**config.mk**
```make
export PLATFORM = sky130hd
export DESIGN_NAME = ecc_regfile
export DESIGN_NICKNAME = d
export VERILOG_FILES = /design/src/rtl/ecc_regfile_pkg.sv /design/src/rtl/secded_enc.sv /design/src/rtl/secded_dec.sv /design/src/rtl/rf_control.sv /design/src/rtl/rf_datapath.sv /design/src/rtl/ecc_regfile.sv
export SDC_FILE = /design/constraint.sdc
export NUM_CORES = 2
export LEC_CHECK = 0
export CORE_UTILIZATION = 45
export CTS_BUF_LIST = sky130_fd_sc_hd__clkbuf_8
export DETAILED_ROUTE_END_ITERATION = 12
export DONT_BUFFER_PORTS = 1
export SLEW_MARGIN = 20
export SYNTH_ARGS = -nofsm -noshare
export SYNTH_HDL_FRONTEND = slang
export SYNTH_SLANG_ARGS = --single-unit
export TNS_END_PERCENT = 100
```
**constraint.sdc**
```tcl
create_clock -name clk -period 12.24 [get_ports clk]
set_input_delay 1.836 -clock clk [delete_from_list [all_inputs] [get_ports clk]]
set_output_delay 1.836 -clock clk [all_outputs]
set_load 0.02 [all_outputs]
```
**src/rtl/ecc_regfile_pkg.sv**
```systemverilog
package ecc_regfile_pkg;
  localparam int NUM_REGS = 32;
  localparam int ADDR_W   = $clog2(NUM_REGS);
  localparam int DATA_W   = 32;
  localparam int HAM_BITS = 6;
  localparam int CODE_W   = DATA_W + HAM_BITS + 1;
  localparam int NUM_RD   = 2;

  // strobes from control to datapath
  typedef struct packed {
    logic                wrStrobe;
    logic [ADDR_W-1:0]   wrIdx;
    logic                injStrobe;
    logic [ADDR_W-1:0]   injIdx;
    logic [CODE_W-1:0]   injMask;
    logic [NUM_RD-1:0]   rdLive;
  } rfCtrl_t;
endpackage

```
**src/rtl/secded_enc.sv**
```systemverilog
module secded_enc
  import ecc_regfile_pkg::*;
(
  input  logic [DATA_W-1:0] data,
  output logic [CODE_W-1:0] code
);
  // bit 0: overall parity; bits 1..CODE_W-1: Hamming positions,
  // powers of two hold check bits, the rest hold data in ascending order
  always_comb begin
    int j;
    logic par;
    code = '0;
    j = 0;
    for (int p = 1; p < CODE_W; p++) begin
      if ((p & (p - 1)) != 0) begin
        code[p] = data[j];
        j++;
      end
    end
    for (int k = 0; k < HAM_BITS; k++) begin
      par = 1'b0;
      for (int p = 1; p < CODE_W; p++) begin
        if (((p >> k) & 1) == 1 && (p & (p - 1)) != 0) par = par ^ code[p];
      end
      code[1 << k] = par;
    end
    code[0] = ^code[CODE_W-1:1];
  end
endmodule

```
**src/rtl/secded_dec.sv**
```systemverilog
module secded_dec
  import ecc_regfile_pkg::*;
(
  input  logic [CODE_W-1:0] code,
  output logic [DATA_W-1:0] data,
  output logic              corrected,
  output logic              uncorrectable
);
  logic [HAM_BITS-1:0] syn;
  logic                allPar;
  logic [CODE_W-1:0]   fixed;
  logic                synInRange;

  always_comb begin
    syn = '0;
    for (int p = 1; p < CODE_W; p++) begin
      if (code[p]) syn = syn ^ HAM_BITS'(p);
    end
    allPar     = ^code;
    synInRange = int'(syn) < CODE_W;
  end

  always_comb begin
    fixed = code;
    if (allPar && syn != '0 && synInRange) fixed[syn] = ~code[syn];
  end

  // odd overall parity with a valid position is a single flip (position 0
  // when the syndrome is zero); even parity with a non-zero syndrome is double
  assign corrected     = allPar && synInRange;
  assign uncorrectable = (!allPar && syn != '0) || (allPar && !synInRange);

  always_comb begin
    int j;
    data = '0;
    j = 0;
    for (int p = 1; p < CODE_W; p++) begin
      if ((p & (p - 1)) != 0) begin
        data[j] = fixed[p];
        j++;
      end
    end
  end
endmodule

```
**src/rtl/rf_control.sv**
```systemverilog
module rf_control
  import ecc_regfile_pkg::*;
(
  input  logic                wrEn,
  input  logic [ADDR_W-1:0]   wrAddr,
  input  logic                injEn,
  input  logic [ADDR_W-1:0]   injAddr,
  input  logic [CODE_W-1:0]   injMask,
  input  logic [ADDR_W-1:0]   rdAddr [NUM_RD],
  output rfCtrl_t             ctrl
);
  logic wrLive;
  logic injClash;

  assign wrLive   = wrEn && (wrAddr != '0);
  assign injClash = wrLive && (wrAddr == injAddr);

  always_comb begin
    ctrl.wrStrobe  = wrLive;
    ctrl.wrIdx     = wrAddr;
    ctrl.injStrobe = injEn && (injAddr != '0) && !injClash;
    ctrl.injIdx    = injAddr;
    ctrl.injMask   = injMask;
  end

  for (genvar g = 0; g < NUM_RD; g++) begin : gRdLive
    assign ctrl.rdLive[g] = (rdAddr[g] != '0);
  end
endmodule

```
**src/rtl/rf_datapath.sv**
```systemverilog
module rf_datapath
  import ecc_regfile_pkg::*;
(
  input  logic              clk,
  input  logic              rstN,
  input  rfCtrl_t           ctrl,
  input  logic [DATA_W-1:0] wrData,
  input  logic [ADDR_W-1:0] rdAddr [NUM_RD],
  output logic [DATA_W-1:0] rdData [NUM_RD],
  output logic              rdCorr [NUM_RD],
  output logic              rdUncorr [NUM_RD]
);
  logic [CODE_W-1:0] mem [NUM_REGS];
  logic [CODE_W-1:0] wrCode;

  secded_enc u_enc (.data(wrData), .code(wrCode));

  always_ff @(posedge clk or negedge rstN) begin
    if (!rstN) begin
      for (int i = 0; i < NUM_REGS; i++) mem[i] <= '0;
    end else begin
      if (ctrl.wrStrobe)  mem[ctrl.wrIdx]  <= wrCode;
      if (ctrl.injStrobe) mem[ctrl.injIdx] <= mem[ctrl.injIdx] ^ ctrl.injMask;
    end
  end

  for (genvar g = 0; g < NUM_RD; g++) begin : gRead
    logic [DATA_W-1:0] decData;
    logic              decCorr;
    logic              decUnc;

    secded_dec u_dec (
      .code(mem[rdAddr[g]]), .data(decData),
      .corrected(decCorr), .uncorrectable(decUnc)
    );

    assign rdData[g]   = ctrl.rdLive[g] ? decData : '0;
    assign rdCorr[g]   = ctrl.rdLive[g] && decCorr;
    assign rdUncorr[g] = ctrl.rdLive[g] && decUnc;

    assert_flags_exclusive_R7: assert property (@(posedge clk) disable iff (!rstN)
      !(rdCorr[g] && rdUncorr[g]));
  end

  // checker state: last injection target and the word it should now hold
  logic              prevInj;
  logic [ADDR_W-1:0] prevInjIdx;
  logic [CODE_W-1:0] prevInjWord;
  always_ff @(posedge clk or negedge rstN) begin
    if (!rstN) begin
      prevInj     <= 1'b0;
      prevInjIdx  <= '0;
      prevInjWord <= '0;
    end else begin
      prevInj     <= ctrl.injStrobe;
      prevInjIdx  <= ctrl.injIdx;
      prevInjWord <= mem[ctrl.injIdx] ^ ctrl.injMask;
    end
  end

  assert_inject_applied_R8: assert property (@(posedge clk) disable iff (!rstN)
    prevInj |-> mem[prevInjIdx] == prevInjWord);

  assert_entry0_clean_R4: assert property (@(posedge clk) disable iff (!rstN)
    mem[0] == '0);
endmodule

```
**src/rtl/ecc_regfile.sv**
```systemverilog
module ecc_regfile
  import ecc_regfile_pkg::*;
(
  input  logic              clk,
  input  logic              rstN,
  input  logic              wrEn,
  input  logic [4:0]        wrAddr,
  input  logic [31:0]       wrData,
  input  logic [4:0]        rdAddrA,
  input  logic [4:0]        rdAddrB,
  output logic [31:0]       rdDataA,
  output logic [31:0]       rdDataB,
  output logic              corrA,
  output logic              uncorrA,
  output logic              corrB,
  output logic              uncorrB,
  input  logic              injEn,
  input  logic [4:0]        injAddr,
  input  logic [38:0]       injMask
);
  rfCtrl_t           ctrl;
  logic [ADDR_W-1:0] rdAddr   [NUM_RD];
  logic [DATA_W-1:0] rdData   [NUM_RD];
  logic              rdCorr   [NUM_RD];
  logic              rdUncorr [NUM_RD];

  assign rdAddr[0] = rdAddrA;
  assign rdAddr[1] = rdAddrB;

  rf_control u_ctrl (
    .wrEn(wrEn), .wrAddr(wrAddr), .injEn(injEn), .injAddr(injAddr),
    .injMask(injMask), .rdAddr(rdAddr), .ctrl(ctrl)
  );

  rf_datapath u_dp (
    .clk(clk), .rstN(rstN), .ctrl(ctrl), .wrData(wrData), .rdAddr(rdAddr),
    .rdData(rdData), .rdCorr(rdCorr), .rdUncorr(rdUncorr)
  );

  assign rdDataA = rdData[0];
  assign rdDataB = rdData[1];
  assign corrA   = rdCorr[0];
  assign uncorrA = rdUncorr[0];
  assign corrB   = rdCorr[1];
  assign uncorrB = rdUncorr[1];

  assert_zero_read_a_R4: assert property (@(posedge clk) disable iff (!rstN)
    (rdAddrA == '0) |-> (rdDataA == '0 && !corrA && !uncorrA));
  assert_zero_read_b_R4: assert property (@(posedge clk) disable iff (!rstN)
    (rdAddrB == '0) |-> (rdDataB == '0 && !corrB && !uncorrB));

  assert_write_readback_R2: assert property (@(posedge clk) disable iff (!rstN)
    (wrEn && wrAddr != '0) |=>
      ((rdAddrA != $past(wrAddr)) || (rdDataA == $past(wrData) && !corrA && !uncorrA)));
endmodule

```
After elaboration in Yosys (flattened, before gate mapping)

Index checks and enable logic that the tools add are counted.

Flip-flop bits (word level): 1248
Output and inout port bits: 68
Input bits: 95
Word-level logic and storage cells: 355

Bitwise operators: 165
Mux-type cells: 107
Reduce and logical (&&, ||, !) cells: 38
Equality and inequality tests: 1
$lt $le $gt $ge: 12

Operators by type and width:

| kind                                                                  | count |
|---|---|
| 1248-bit bitwise mux                                                  | 2 |
| 1248-bit 2-to-1 mux                                                   | 2 |
| 39-bit binary-select mux with 5-bit select                            | 3 |
| 39-bit demux with 5-bit select                                        | 2 |
| 39-bit 2-to-1 mux                                                     | 10 |
| 5-bit 2-to-1 mux                                                      | 32 |
| 6-bit 2-to-1 mux                                                      | 14 |
| 1-bit bitwise XOR                                                     | 84 |
| 39-bit bitwise mux                                                    | 2 |
| 3-bit inverter                                                        | 26 |
| 39-bit parity                                                         | 2 |
| 32-bit 2-to-1 mux                                                     | 2 |
| 4-bit 2-to-1 mux                                                      | 16 |
| 2-bit inverter                                                        | 26 |
| 4-bit inverter                                                        | 10 |
| 39-bit bitwise XOR                                                    | 1 |
| 38-bit parity                                                         | 1 |
| 6-bit greater-or-equal comparator (second input constant)             | 4 |
| 3-bit 2-to-1 mux                                                      | 8 |
| 5-bit inverter with 6-bit output                                      | 4 |
| 1-bit logical AND                                                     | 22 |
| 5-bit nonzero test                                                    | 4 |
| 6-bit by 7-bit < comparator with 1-bit output (second input constant) | 2 |
| 1-bit binary-select mux with 6-bit select                             | 2 |
| other kinds (13)                                                      | 42 |

Depth between registers and ports, before layout

Depth in word-level cells: 81
Gate-level depth with buffers: 23
Depth with buffers taken out: 14

By module

A second synthesis with hierarchy kept.

Cell total of the unflattened synthesis: 8739
Area, all modules: 93393.3 um^2

Modules (own cells, without submodules):

| module                           | area each (um^2) | cells an instance | times used | seq. area each (um^2) |
|---|---|---|---|---|
| rf_datapath                      | 88392.3          | 8142              | 1          | 31230.0 |
| secded_dec (u_dp.gRead[0].u_dec) | 1891.8           | 224               | 1          | 0.0 |
| secded_dec (u_dp.gRead[1].u_dec) | 1745.4           | 215               | 1          | 0.0 |
| secded_enc                       | 877.1            | 90                | 1          | 0.0 |
| rf_control                       | 486.7            | 68                | 1          | 0.0 |

Least setup slack after synthesis

Ideal clock, no wire load.

Path kind: input port to output port
Start point: input rdAddrA[1]
End point: output rdDataA[16]
Buffers on the path: 2
Data required time: 10.404 ns
Setup slack: 3.780 ns
Cell stages on the path: 15
Arrival time: 6.624 ns
Cells stage by stage: buf_2 buf_2 mux4_2 mux4_2 mux2i_1 inv_1 xnor3_1 xnor3_2 xor2_2 mux4_2 nor2_1 a211o_1 o311ai_2 nand2b_2 o31ai_1

Word-level cells in the longest chain between the ends: 67

Ends and longest elaborated chain:

| what                                                                                                                                                       | RTL line          | source |
|---|---|---|
| start: declaration                                                                                                                                         | ecc_regfile.sv:9  | `input logic [4:0] rdAddrA,` |
| 5-bit inverter with 6-bit output (implied by the code)                                                                                                     | rf_datapath.sv:33 | `.code(mem[rdAddr[g]]), .data(decData),` |
| 39-bit binary-select mux with 5-bit select                                                                                                                 | rf_datapath.sv:33 |  |
| 39-bit 2-to-1 mux (implied by the code) (2 in a row)                                                                                                       | rf_datapath.sv:33 |  |
| 1-bit 2-to-1 mux                                                                                                                                           | secded_dec.sv:17  | `if (code[p]) syn = syn ^ HAM_BITS'(p);` |
| 2-bit 2-to-1 mux                                                                                                                                           | secded_dec.sv:17  |  |
| 2-bit inverter (no source line)                                                                                                                            | --                |  |
| 2-bit 2-to-1 mux                                                                                                                                           | secded_dec.sv:17  |  |
| 3-bit 2-to-1 mux                                                                                                                                           | secded_dec.sv:17  |  |
| [49 not listed]                                                                                                                                            | --                |  |
| 6-bit 2-to-1 mux (2 in a row)                                                                                                                              | secded_dec.sv:17  |  |
| 6-bit by 7-bit < comparator with 1-bit output (implied by the code) / 6-bit by 1-bit greater-or-equal comparator with 1-bit output (equally long branches) | secded_dec.sv:25  | `if (allPar && syn != '0 && synInRange) fixed[syn] = ~code[syn];` |
| 1-bit logical AND (implied by the code)                                                                                                                    | secded_dec.sv:25  |  |
| 1-bit 2-to-1 mux (implied by the code)                                                                                                                     | secded_dec.sv:25  |  |
| 1-bit demux with 6-bit select                                                                                                                              | secded_dec.sv:25  |  |
| 39-bit bitwise mux                                                                                                                                         | secded_dec.sv:25  |  |
| 39-bit 2-to-1 mux                                                                                                                                          | secded_dec.sv:25  |  |
| 32-bit 2-to-1 mux *                                                                                                                                        | rf_datapath.sv:37 | `assign rdData[g] = ctrl.rdLive[g] ? decData : '0;` |
| end: declaration                                                                                                                                           | ecc_regfile.sv:11 | `output logic [31:0] rdDataA,` |

Mark *: on every way between the ends. The rest lies on a longest branch, timed or not. The select of a mux whose other input is x is not followed.

Final worst setup path

Start point: input rdAddrB[0]
End point: output rdDataB[24]

Word-level cells in the longest chain between the ends: 67

Ends and longest elaborated chain:

| what                                                                                                                                                       | RTL line          | source |
|---|---|---|
| start: declaration                                                                                                                                         | ecc_regfile.sv:10 | `input logic [4:0] rdAddrB,` |
| 5-bit inverter with 6-bit output (implied by the code)                                                                                                     | rf_datapath.sv:33 |  |
| 39-bit binary-select mux with 5-bit select                                                                                                                 | rf_datapath.sv:33 |  |
| 39-bit 2-to-1 mux (implied by the code) (2 in a row)                                                                                                       | rf_datapath.sv:33 |  |
| 1-bit 2-to-1 mux                                                                                                                                           | secded_dec.sv:17  |  |
| 2-bit 2-to-1 mux                                                                                                                                           | secded_dec.sv:17  |  |
| 2-bit inverter (no source line)                                                                                                                            | --                |  |
| 2-bit 2-to-1 mux                                                                                                                                           | secded_dec.sv:17  |  |
| 3-bit 2-to-1 mux                                                                                                                                           | secded_dec.sv:17  |  |
| [49 not listed]                                                                                                                                            | --                |  |
| 6-bit 2-to-1 mux (2 in a row)                                                                                                                              | secded_dec.sv:17  |  |
| 6-bit by 7-bit < comparator with 1-bit output (implied by the code) / 6-bit by 1-bit greater-or-equal comparator with 1-bit output (equally long branches) | secded_dec.sv:25  |  |
| 1-bit logical AND (implied by the code)                                                                                                                    | secded_dec.sv:25  |  |
| 1-bit 2-to-1 mux (implied by the code)                                                                                                                     | secded_dec.sv:25  |  |
| 1-bit demux with 6-bit select                                                                                                                              | secded_dec.sv:25  |  |
| 39-bit bitwise mux                                                                                                                                         | secded_dec.sv:25  |  |
| 39-bit 2-to-1 mux                                                                                                                                          | secded_dec.sv:25  |  |
| 32-bit 2-to-1 mux *                                                                                                                                        | rf_datapath.sv:37 |  |
| end: declaration                                                                                                                                           | ecc_regfile.sv:12 | `output logic [31:0] rdDataB,` |

Marks and branches as above.

==> results by group <==
Global route
  – Initial antenna violation count: 11
  – Pin count of the biggest net entering global routing: roughly 330
  – GRT Overall Usage: slightly above 40%
  – Number of global-route vias before repair: ~75k
  – First-pass GRT wire length: roughly 600,000 um
  – Global route total overflow: 0

Detailed routing
  – Routed WL: about 420,000 um
  – Routed len/inst: between 30 and 40 um
  – Vias after detailed routing: 80.3k
  – Remaining routing DRC violations: 0
  – DRC marker count from the first detailed-route iteration: 13.1k
  – Vias per Instance: roughly 7
  – First-pass iteration count of the detailed router: 9
  – Post-route ant nets: 0

Timing
  – Final setup fails: 0
  – Setup repair after global routing missed its margin: no
  – Slew at the pin closest to its max-slew limit: approximately 1600 ps
  – Rel. slew slack: -4.25%
  – Fin crit share: ~86%
  – Final worst setup slack: roughly 1800 ps
  – Final setup TNS: 0 ps
  – Final hold violation count: 0
  – Max Clock Freq: between 90 and 100 MHz
  – Worst clock skew: between 40 and 50 ps
  – Final number of max-transition violations: 56
  – Final Critical Period: between 10,000 and 15,000 ps

Clocking
  – Total clock buffers created by CTS: 224
  – TritonCTS sink count: roughly 1.2k
  – CTS resizes: 0
  – CTS hold repair buffers: 0
  – Root Buffer Master: clkbuf_8
  – Insertion delay to the later sink of the worst-skew pair: between 1000 and 1500 ps
  – Maximum number of buffers from clock root to sink: 3
  – Clock tree from TritonCTS: done
  – Clock edge transition at the registers on the reported setup and hold paths: approximately 60 ps
  – Setup repair bufs after CTS: 0
  – CTS H-tree lvls: 4

Place
  – Count of buffers from port buffering: 0
  – Global placement routability congestion: about 0.96
  – Cell total after placement: between 10k and 15k
  – Setup Slack @ Placement: around 2200 ps
  – Dpl hpwl: about 240,000 um

Status
  – Violations in the final reports: max-slew violations
  – Result of the run: complete, but fails checks

Logic synthesis
  – Post-synth net total: 9,029
  – Area share of the largest cell type after synthesis: 34.2%
  – Most instantiated library cell after synthesis: nand2_1
  – Library cell with the largest summed area after synthesis: dfrtp_1
  – Post-synth cell types: slightly below 80
  – Flip-flop and latch count after synthesis: about 1.2k
  – Yosys warning total: 0
  – Average size of a mapped cell: between 10 and 15 sq um
  – Proportion of synthesized flip-flops having asynchronous set or reset: 100%
  – Number of synthesized flops with an enable pin: 0
  – Cell types with the largest area share after synthesis: dfrtp_1 (34%), mux4_2 (22%), mux2i_1 (12%)
  – Cells after synthesis: a little under 9k
  – Total standard cell area after synthesis: roughly 90,000 sq um
  – Synth Flop Type: dfrtp_1
  – Share of synthesized area occupied by flip-flops and latches: approximately a third
  – Commonest cells in the synthesized netlist: nand2_1 (1,493), dfrtp_1 (1,248), o21ai_0 (1,150), mux2i_1 (1,064), mux4_2 (908)

Final layout
  – Flip-flop count of the largest register, all copies and words added: 1,248
  – Post-route insts no fill: 11.2k
  – Filler Cell Count: 17.9k
  – Registers with the most flip-flops: u_dp.mem: 1248 flops
  – Nets@finish: approximately 8.4k
  – Combined area of the multi-input logic cells: 56,400 sq um
  – Proportion of layout cells with a drive suffix above 1: 19.3%
  – Signed area change from the synthesized netlist to the final layout: 6.74%
  – Total area of sequential cells: ~31,000 sq um
  – Top reg by flops: u_dp.mem
  – Final cell utilization of the core: about half

Pwr
  – Reported leakage power: ~42 nW
  – Overall power after layout: ~24 mW
  – Power Dens Cells: approximately 240 nW/um^2
  – Maximum resistive drop on vdd: 0.000412 V

Die
  – Chip width: between 400 and 500 um
  – Std-Cell Core Area: between 200,000 and 250,000 sq um
  – Std cell rows: ~160
  – Starting Density: between 40% and 50%
  – Number of I/O pins: about 160
  – Die area: 205,000 sq um
  – Vertical extent of the die: 452 um

Critical path
  – Max stage delay on crit path: ~900 ps
  – Buf/Inv on CP: 3
  – Largest delay contributor family on the critical path: compound AO/OA/AOI/OAI gates
  – Kind of start point of the critical path: primary input
  – Cell-by-cell trace of the critical path: inv_2, buf_4, mux4_2, inv_1, o21ai_1, xor2_1, xnor3_1, xnor3_1, xnor2_2, nand3_1, nor2_1, a2111oi_0, a21o_1, or2_1, o31ai_1
  – Worst setup EP type: output pin
  – Critical path class: in2out
  – Slowest-stage cell, CP: inv_2
  – Top cell by count, worst path: xnor3_1
  – Maximum fanout along the worst path: 206
  – Worst path arrival time: 8640 ps
  – Data required, critical path: about 10,000 ps

Run
  – Max-cap viol count: 0

Worst hold path
  – HP Class: reg2reg
[worst paths after layout]
check | start | end | slack (ps) | cells after the start
max | rdAddrB[0] | rdDataB[24] | 1770 | 15
max in group asynchronous | rstN | u_dp.mem[952] | 8500 | 6
min | u_dp.mem[1220] | u_dp.mem[1220] | 420 | 0
max reg2reg | u_dp.mem[1113] | u_dp.mem[60] | 9500 | 7
min in group asynchronous | rstN | u_dp.mem[453] | 460 | 0
min reg2reg | u_dp.mem[1220] | u_dp.mem[1220] | 420 | 0
[cell families (layout without fill, tap and decap cells)]
| family | after synthesis | count (layout) | synth area share (%) |
|---|---|---|---|
| AO/OA/AOI/OAI | 2004 | 2004 | 12.2 |
| XOR/XNOR | 252 | 252 | 2.78 |
| buffers and inverters | 1063 | 619 | 5.06 |
| flip-flops | 1248 | 1248 | 34.2 |
| multiplexers | 2034 | 2034 | 35.5 |
| other | 0 | 14 | 0 |
| AND/OR/NAND/NOR | 2333 | 2333 | 10.3 |
[layer usage]
| layer | vias up | global-route usage (%) | routed length [um] |
|---|---|---|---|
| met5 | - | 0.163 | 17 |
| met4 | 2 | 31.3 | 38000 |
| met3 | 1872 | 15.8 | 62900 |
| met2 | 7106 | 56.1 | 173000 |
| met1 | 39700 | 50.1 | 145000 |
| li1 | 31600 | - | - |
[through the flow]
step / cell area, sq um / hold slack (ps)
after CTS: 97200 / 416
after floorplan: 91200 / 455
after detailed placement: 92600 / 402
final: 97400 / 420
after global routing: 97300 / 430
after global placement: 92600 / 393
[layout make-up]
class	instances	share of cell area (%)
antenna	14	0.0360
clock buffer	283	4.00
clock inverter	112	0.657
inverter	23	0.0912
multi-input combinational	6623	57.9
sequential	1248	32.1
tap	2656	3.41
timing repair buffer	201	1.83
[power breakdown]
group	total, mW	internal [mW]	switching [mW]
clock network	4.13	2.12	2.01
logic	12.5	5.09	7.46
registers	7.06	5.49	1.57
[cell usage in the layout (no fill, tap or decap), drive strengths merged, types with 28 or more instances in the layout]
cell type and instances:
a31oi 102, dfrtp 1248, buf 201, inv 104, nor2 562, mux4 947, clkbuf 283, a22oi 276
xnor2 151, clkinv 28, nand3 95, nand4 53, a21oi 395, xor2 84, nand2 1493, mux2i 1065
o21ai 1161
No activity file was read; power rests on OpenSTA's default activity.
